$ cat config.mk
export PLATFORM = sky130hd
export DESIGN_NAME = thermal_guard
export DESIGN_NICKNAME = d
export VERILOG_FILES = /design/src/rtl/thermal_pkg.sv /design/src/rtl/thermal_cmp.sv /design/src/rtl/thermal_fsm.sv /design/src/rtl/thermal_gate.sv /design/src/rtl/thermal_guard.sv
export SDC_FILE = /design/constraint.sdc
export NUM_CORES = 1
export LEC_CHECK = 0
export BUFFER_PORTS_ARGS = -buffer_cell sky130_fd_sc_hd__buf_4
export CAP_MARGIN = 20
export CORE_MARGIN = 2
export CORE_UTILIZATION = 33
export DETAILED_ROUTE_END_ITERATION = 10
export GPL_ROUTABILITY_DRIVEN = 1
export PLACE_DENSITY = 0.65
export SLEW_MARGIN = 0
export SYNTH_ARGS = -nofsm -noshare
export SYNTH_HDL_FRONTEND = slang
export SYNTH_SLANG_ARGS = --single-unit
$ cat constraint.sdc
create_clock -name clk -period 1.25 [get_ports clk]
set_input_delay 0.0625 -clock clk [delete_from_list [all_inputs] [get_ports clk]]
set_output_delay 0.0625 -clock clk [all_outputs]
set_load 0.02 [all_outputs]
$ cat src/rtl/thermal_pkg.sv
package thermal_pkg;
    typedef enum logic [0:0] {
        ST_NORMAL   = 1'b0,
        ST_SHUTDOWN = 1'b1
    } therm_state_t;

    localparam int unsigned N_GATED = 4;
    localparam int unsigned G_CHG  = 0;
    localparam int unsigned G_PMID = 1;
    localparam int unsigned G_SYS  = 2;
    localparam int unsigned G_LDO  = 3;
endpackage

$ cat src/rtl/thermal_cmp.sv
module thermal_cmp #(
    parameter int unsigned TW = 10
) (
    input  logic [TW-1:0] temp_code,
    input  logic [TW-1:0] thresh,
    input  logic [TW-1:0] hyst,
    output logic          at_trip,
    output logic          below_exit
);
    logic [TW-1:0] exit_lvl;

    always_comb begin
        if (hyst > thresh) begin
            exit_lvl = '0;
        end else begin
            exit_lvl = thresh - hyst;
        end
        at_trip    = (temp_code >= thresh);
        below_exit = (temp_code < exit_lvl);
    end
endmodule

$ cat src/rtl/thermal_fsm.sv
module thermal_fsm
    import thermal_pkg::*;
(
    input  logic         clk,
    input  logic         rst_n,
    input  logic         sample,
    input  logic         charging,
    input  logic         at_trip,
    input  logic         below_exit,
    output therm_state_t state
);
    therm_state_t state_nx;

    always_comb begin
        state_nx = state;
        unique case (state)
            ST_NORMAL: begin
                if (sample && charging && at_trip) begin
                    state_nx = ST_SHUTDOWN;
                end
            end
            ST_SHUTDOWN: begin
                if (sample && below_exit) begin
                    state_nx = ST_NORMAL;
                end
            end
            default: state_nx = ST_NORMAL;
        endcase
    end

    always_ff @(posedge clk or negedge rst_n) begin
        if (!rst_n) begin
            state <= ST_NORMAL;
        end else begin
            state <= state_nx;
        end
    end
endmodule

$ cat src/rtl/thermal_gate.sv
module thermal_gate #(
    parameter int unsigned N = 4
) (
    input  logic [N-1:0] req,
    input  logic         block,
    output logic [N-1:0] en
);
    for (genvar i = 0; i < N; i++) begin : g_lane
        assign en[i] = req[i] & ~block;
    end
endmodule

$ cat src/rtl/thermal_guard.sv
module thermal_guard
    import thermal_pkg::*;
#(
    parameter int unsigned TW = 10
) (
    input  logic          clk,
    input  logic          rst_n,
    input  logic [TW-1:0] temp_code,
    input  logic          temp_vld,
    input  logic [TW-1:0] thresh,
    input  logic [TW-1:0] hyst,
    input  logic          charging,
    input  logic          chg_req,
    input  logic          pmid_req,
    input  logic          sys_req,
    input  logic          ldo_req,
    output logic          chg_en,
    output logic          pmid_en,
    output logic          sys_en,
    output logic          ldo_en,
    output logic          tmr_clr,
    output logic          hot
);
    logic               at_trip;
    logic               below_exit;
    therm_state_t       state;
    logic               in_shdn;
    logic [N_GATED-1:0] req_vec;
    logic [N_GATED-1:0] en_vec;

    thermal_cmp #(.TW(TW)) u_cmp (
        .temp_code  (temp_code),
        .thresh     (thresh),
        .hyst       (hyst),
        .at_trip    (at_trip),
        .below_exit (below_exit)
    );

    thermal_fsm u_fsm (
        .clk        (clk),
        .rst_n      (rst_n),
        .sample     (temp_vld),
        .charging   (charging),
        .at_trip    (at_trip),
        .below_exit (below_exit),
        .state      (state)
    );

    assign in_shdn = (state == ST_SHUTDOWN);

    always_comb begin
        req_vec         = '0;
        req_vec[G_CHG]  = chg_req;
        req_vec[G_PMID] = pmid_req;
        req_vec[G_SYS]  = sys_req;
        req_vec[G_LDO]  = ldo_req;
    end

    thermal_gate #(.N(N_GATED)) u_gate (
        .req   (req_vec),
        .block (in_shdn),
        .en    (en_vec)
    );

    // Output decode: every output comes from the one state register.
    always_comb begin
        chg_en  = en_vec[G_CHG];
        pmid_en = en_vec[G_PMID];
        sys_en  = en_vec[G_SYS];
        ldo_en  = en_vec[G_LDO];
        tmr_clr = in_shdn;
        hot     = in_shdn;
    end
endmodule

## Yosys cells after proc, flatten, opt, wreduce, memory -nomap -nowiden

Cells that the tools add are included.

| operators by class | value |
|---|---|
| $add $sub $neg | 1 |
| multipliers | 0 |
| div/mod/pow operators | 0 |
| $lt $le $gt $ge | 3 |
| eq/ne operators | 0 |
| shift-type cells | 0 |
| multiplexer cells | 4 |
| bitwise operators | 5 |
| reductions and logical operators | 3 |

Operator list:

| operator | number |
|---|---|
| 10-bit greater-or-equal comparator | 1 |
| 10-bit greater-than comparator | 1 |
| 10-bit less-than comparator | 1 |
| 10-bit 2-to-1 mux | 1 |
| 10-bit subtractor | 1 |
| 1-bit bitwise AND | 4 |
| 1-bit logical AND | 3 |
| 1-bit 2-to-1 mux | 2 |
| 1-bit case mux with 2 select lines | 1 |
| 1-bit NOT | 1 |

| storage, ports and cells | value |
|---|---|
| flip-flop bits (word level) | 1 |
| latch bits | 0 |
| bits in writable memories | 0 |
| ROM bits | 0 |
| bits of input ports | 38 |
| output and inout port bits | 6 |
| logic and storage cells | 17 |
| memories kept | 0 |

## Longest topological paths before layout

| logic depth | value |
|---|---|
| word-level depth | 6 |
| mapped depth | 15 |
| mapped depth without buffers | 15 |

## Hierarchy

A second synthesis with hierarchy kept.

| second synthesis, totals | value |
|---|---|
| cells, all modules | 143 |
| area, all modules | 1009.7 µm² |

By module, submodules not included:

| module | instances | cells an instance | area each (µm²) | seq. area each (µm²) |
|---|---|---|---|---|
| thermal_cmp | 1 | 135 | 939.7 | 0.0 |
| thermal_fsm | 1 | 3 | 37.5 | 25.0 |
| thermal_gate | 1 | 4 | 25.0 | 0.0 |
| thermal_guard | 1 | 1 | 7.5 | 0.0 |

## Worst setup path after synthesis

OpenSTA, ideal clock, no wires.

| path | value |
|---|---|
| path type | input -> register |
| from | in thresh[0] |
| to | reg u_fsm.state |
| setup time | 0.131 ns |
| arrival | 2.438 ns |
| data required time | 1.119 ns |
| path slack | -1.319 ns |
| stages on the path | 15 |
| path buffers | 0 |
| cells stage by stage | inv_1 ha_1 inv_1 fa_1 a21oi_1 nor2_4 o21ai_2 a31oi_4 nand2_1 ha_1 a21o_1 a21o_1 a221o_1 a21oi_1 o211ai_1 |

| between the ends | value |
|---|---|
| longest elaborated chain between the ends | 6 |
| elaborated cells on any way between the ends | 10 |
| those cells by class | add/sub (1); order compare (3); mux (4); reduce/logical (2) |

RTL lines:

| what | RTL line | text |
|---|---|---|
| from (decl) | thermal_guard.sv:10 | `input logic [TW-1:0] thresh,` |
| 10-bit subtractor or 10-bit greater-than comparator (tied branches) | thermal_cmp.sv:16, thermal_cmp.sv:13 |  |
| 10-bit 2-to-1 mux | thermal_cmp.sv:13 | `if (hyst > thresh) begin` |
| 10-bit less-than comparator | thermal_cmp.sv:19 | `below_exit = (temp_code < exit_lvl);` |
| 1-bit logical AND | thermal_fsm.sv:23 | `if (sample && below_exit) begin` |
| 1-bit 2-to-1 mux | thermal_fsm.sv:23 |  |
| 1-bit case mux with 2 select lines * | thermal_fsm.sv:16 | `unique case (state)` |
| net u_fsm.state_nx | thermal_fsm.sv:12 | `therm_state_t state_nx;` |
| to (signal assigned) | thermal_fsm.sv:35 | `state <= state_nx;` |
| to (decl) | thermal_fsm.sv:10 | `output therm_state_t state` |

Mark *: on every way through the listed nets, which the timed path passes. The rest lies on a longest branch.

## Worst setup path after layout

| path | value |
|---|---|
| from | in hyst[1] |
| to | reg u_fsm.state |

| between the ends | value |
|---|---|
| longest elaborated chain between the ends | 6 |
| elaborated cells on any way between the ends | 7 |
| those cells by class | add/sub (1); order compare (2); mux (3); reduce/logical (1) |

RTL lines:

| what | RTL line | text |
|---|---|---|
| from (decl) | thermal_guard.sv:11 | `input logic [TW-1:0] hyst,` |
| 10-bit subtractor or 10-bit greater-than comparator (tied branches) | thermal_cmp.sv:16, thermal_cmp.sv:13 |  |
| 10-bit 2-to-1 mux * | thermal_cmp.sv:13 |  |
| 10-bit less-than comparator * | thermal_cmp.sv:19 |  |
| 1-bit logical AND * | thermal_fsm.sv:23 |  |
| 1-bit 2-to-1 mux * | thermal_fsm.sv:23 |  |
| 1-bit case mux with 2 select lines * | thermal_fsm.sv:16 |  |
| net u_fsm.state_nx | thermal_fsm.sv:12 |  |

Marked as above.

==> flow_summary.json <==
{
  "critPathKind": "primary input to flop",
  "dieArea_um2": 3932,
  "ant_nets": 0,
  "vias": 1408,
  "stdcell_area_um2": 1996,
  "ys_ff_latch": 1,
  "status": "complete, but fails checks",
  "synth_area_leader_cell": "ha_1",
  "design.core.area_um2": 3311,
  "reg2reg_to": "u_fsm.state$_DFF_PN0_",
  "yosysSeqAreaShare_pct": 2.200,
  "grt_pass1_wl_mm": 6.396,
  "crit_top_cell": "ha_4",
  "wl_mm": 3.669,
  "power_mw": 1.242,
  "cp_cell_sequence": "buf_8, inv_6, ha_4, nor2b_4, o31a_4, o2111a_2, nor3_2, nand3b_1, ha_4, a21oi_2, nor2b_1, o21ai_1, a41o_1, o211ai_1",
  "synth_simple_gate_area_share_pct": 23.21,
  "drt-pass1-iter-count": 4,
  "top_register": "u_fsm.state",
  "grt_max_degree": 7,
  "min_period_ns": 2.586,
  "cp_max_fo": 4,
  "grt_usage_pct": 19.19,
  "syn_area_um2": 1137,
  "antennaDiodeCount": 0,
  "synth_nets": 217,
  "setup_viol": 1,
  "ys_warn_count": 0,
  "viasPerCell": 5.101,
  "num_io_pins": 44,
  "dpl_worst_slack_ns": -1.456,
  "layout-drive-gt1-share_pct": 49.13,
  "drt_iter0_markers": 52,
  "clk_pin_slew_ns": 0,
  "area_delta_synth_final_pct": 75.47,
  "synth_top_family_by_area": "adder cells",
  "fin_util_pct": 60.28,
  "top_regs": "u_fsm.state: 1 flops",
  "critical_path_depth": 14,
  "rr_startpoint": "u_fsm.state$_DFF_PN0_",
  "grt_pass1_vias": 1521,
  "skew_ns": 0,
  "clock_latency_ns": 0,
  "initial_core_util_pct": 34.35,
  "synth.area.mux_share_pct": 1.320,
  "synth_fa_ha_area_share_pct": 33.66,
  "cpLargestDelayFamily": "compound AO/OA/AOI/OAI gates",
  "worst_pin_slew_ns": 0.5395,
  "cp-end-kind": "flop",
  "hold_viol_final": 0,
  "r2r_slack_ns": 0.26,
  "port_buffers": 43,
  "route.detailed.drc": 0,
  "max_stage_delay_ns": 0.37,
  "timing.final.ws_setup_ns": -1.336,
  "arrival_ns": 2.45,
  "yosysTopAreaCellShare_pct": 31.90,
  "cp-start-kind": "primary input",
  "ys.flop_type": "dfrtp_1",
  "die_w_um": 62.71,
  "maxCapViolations": 0,
  "die_y_um": 62.71,
  "leakage_nw": 0.9907,
  "peakVddDrop_mv": 0.2416,
  "ys_top_cells_by_count": "ha_1, inv_1, a21oi_1",
  "antenna_found_initial": 0,
  "crit_path_end": "u_fsm.state$_DFF_PN0_",
  "synth-edff-count": 0,
  "largest_reg_flops": 1,
  "holdCritPathClass": "primary input to async pin",
  "drv_slew": 0,
  "fin_crit_sh_pct": 206.9,
  "placed_area_um2": 1812,
  "final_nets": 300,
  "rsz0062_at_grt": "yes",
  "maxSlewHeadroom_pct": 63.10,
  "hold_ws_ns": 0.3966,
  "required_ns": 1.12,
  "synth-xor-area-share_pct": 1.540,
  "place_congestion": 0.8380,
  "synth.distinct_cells": 42,
  "startpoint": "hyst[1]",
  "fmax_ghz": 0.3867,
  "async_flop_share_pct": 100.0,
  "p_per_area_nw_per_um2": 622.5,
  "avgRoutedWirePerCell_um": 13.29,
  "synthTopCellsByArea": "ha_1, inv_1, a21oi_1, nor2b_1, o21ai_0",
  "syn-mean-instance-area_um2": 7.633,
  "synth-compound-area-share_pct": 28.49,
  "placementRows": 21,
  "slowest_stage": "o31a_4",
  "violations": "negative setup slack",
  "synth.most_common_cell": "ha_1",
  "synthCells": 149,
  "crit_buf_inv": 2,
  "hpwl_mm": 3.119,
  "r2r_cells": 3,
  "grt_overflow": 0
}
worst min-delay path by stage:
stage	depth (start not counted)	startpoint	slack (ns)	end
floorplan	0	rst_n	-0.23	u_fsm.state$_DFF_PN0_
global placement	1	rst_n	-0.16	u_fsm.state$_DFF_PN0_
detailed placement	1	rst_n	-0.16	u_fsm.state$_DFF_PN0_
CTS	2	rst_n	0.41	u_fsm.state$_DFF_PN0_
global route	2	rst_n	0.42	u_fsm.state$_DFF_PN0_
finish	2	rst_n	0.40	u_fsm.state$_DFF_PN0_
layer usage:
metal | track usage, % | vias up | routed length (µm)
li1 | - | 707 | -
met1 | 21.51 | 643 | 1403
met2 | 39.11 | 45 | 1983
met3 | 0.5405 | 13 | 169
met4 | 4.722 | 0 | 113
met5 | 0 | - | 0
worst reg2reg max path, stage by stage (launching register included):
cell	delay, ns
dfrtp_1	0.40
nand4b_1	0.19
a211o_1	0.23
o211ai_1	0.08
cells in the final DEF (no fill, tap or decap), types with 3 or more instances in the layout:
cell      synthesis  layout
o21a_1            3       3
ha_4              0       6
inv_1            25      22
nor2_1            5       4
nand3_1           6       6
nand4_1           3       3
nor3b_1           3       3
a21oi_2           1       3
o211ai_1          4       4
nor2b_1           8       7
o21ai_2           3       3
ha_1             29      23
buf_6             0       3
buf_4             2      77
o21ai_0           7       4
nand2_1           5       3
a21oi_1          10       7
kinds of logic (layout without fill, tap and decap cells):
family | after synthesis | count (layout)
muxes | 1 | 1
DFF | 1 | 1
and+or+nand+nor | 45 | 45
AOI/OAI and AO/OA | 43 | 43
xor gates and xnor gates | 2 | 2
adders and majority gates | 30 | 30
buffers and inverters | 27 | 108
metrics by stage:
stage,TNS [ns],instances
after global routing,-1.397,276
after detailed placement,-1.456,272
after global placement,-1.381,272
final,-1.336,276
after CTS,-1.253,276
after floorplan,-1.184,149
final cells by class:
class                           instances  area (µm²)
Inverter                               25       111.4
Fill cell                             292        1315
Timing Repair Buffer                   83       656.9
Sequential cell                         1       25.02
Tap cell                               46       57.56
Multi-Input combinational cell        121        1145
what timing repair did:
item / 4_1_cts / 5_1_grt
resized for setup: 18 / 15
setup endpoints to repair: 1 / 1
setup buffers: 3 / 0
pin swaps: 16 / 9
hold buffers: 1 / 0
hold endpoints to repair: 1 / 0
power breakdown:
group          total [mW]  leakage, nW  switching, mW  internal (mW)
combinational        1.17        0.979          0.560          0.610
sequential         0.0723       0.0118         0.0226         0.0497
clock                   0            0              0              0
Note: power is estimated with default switching activity, not from simulation.
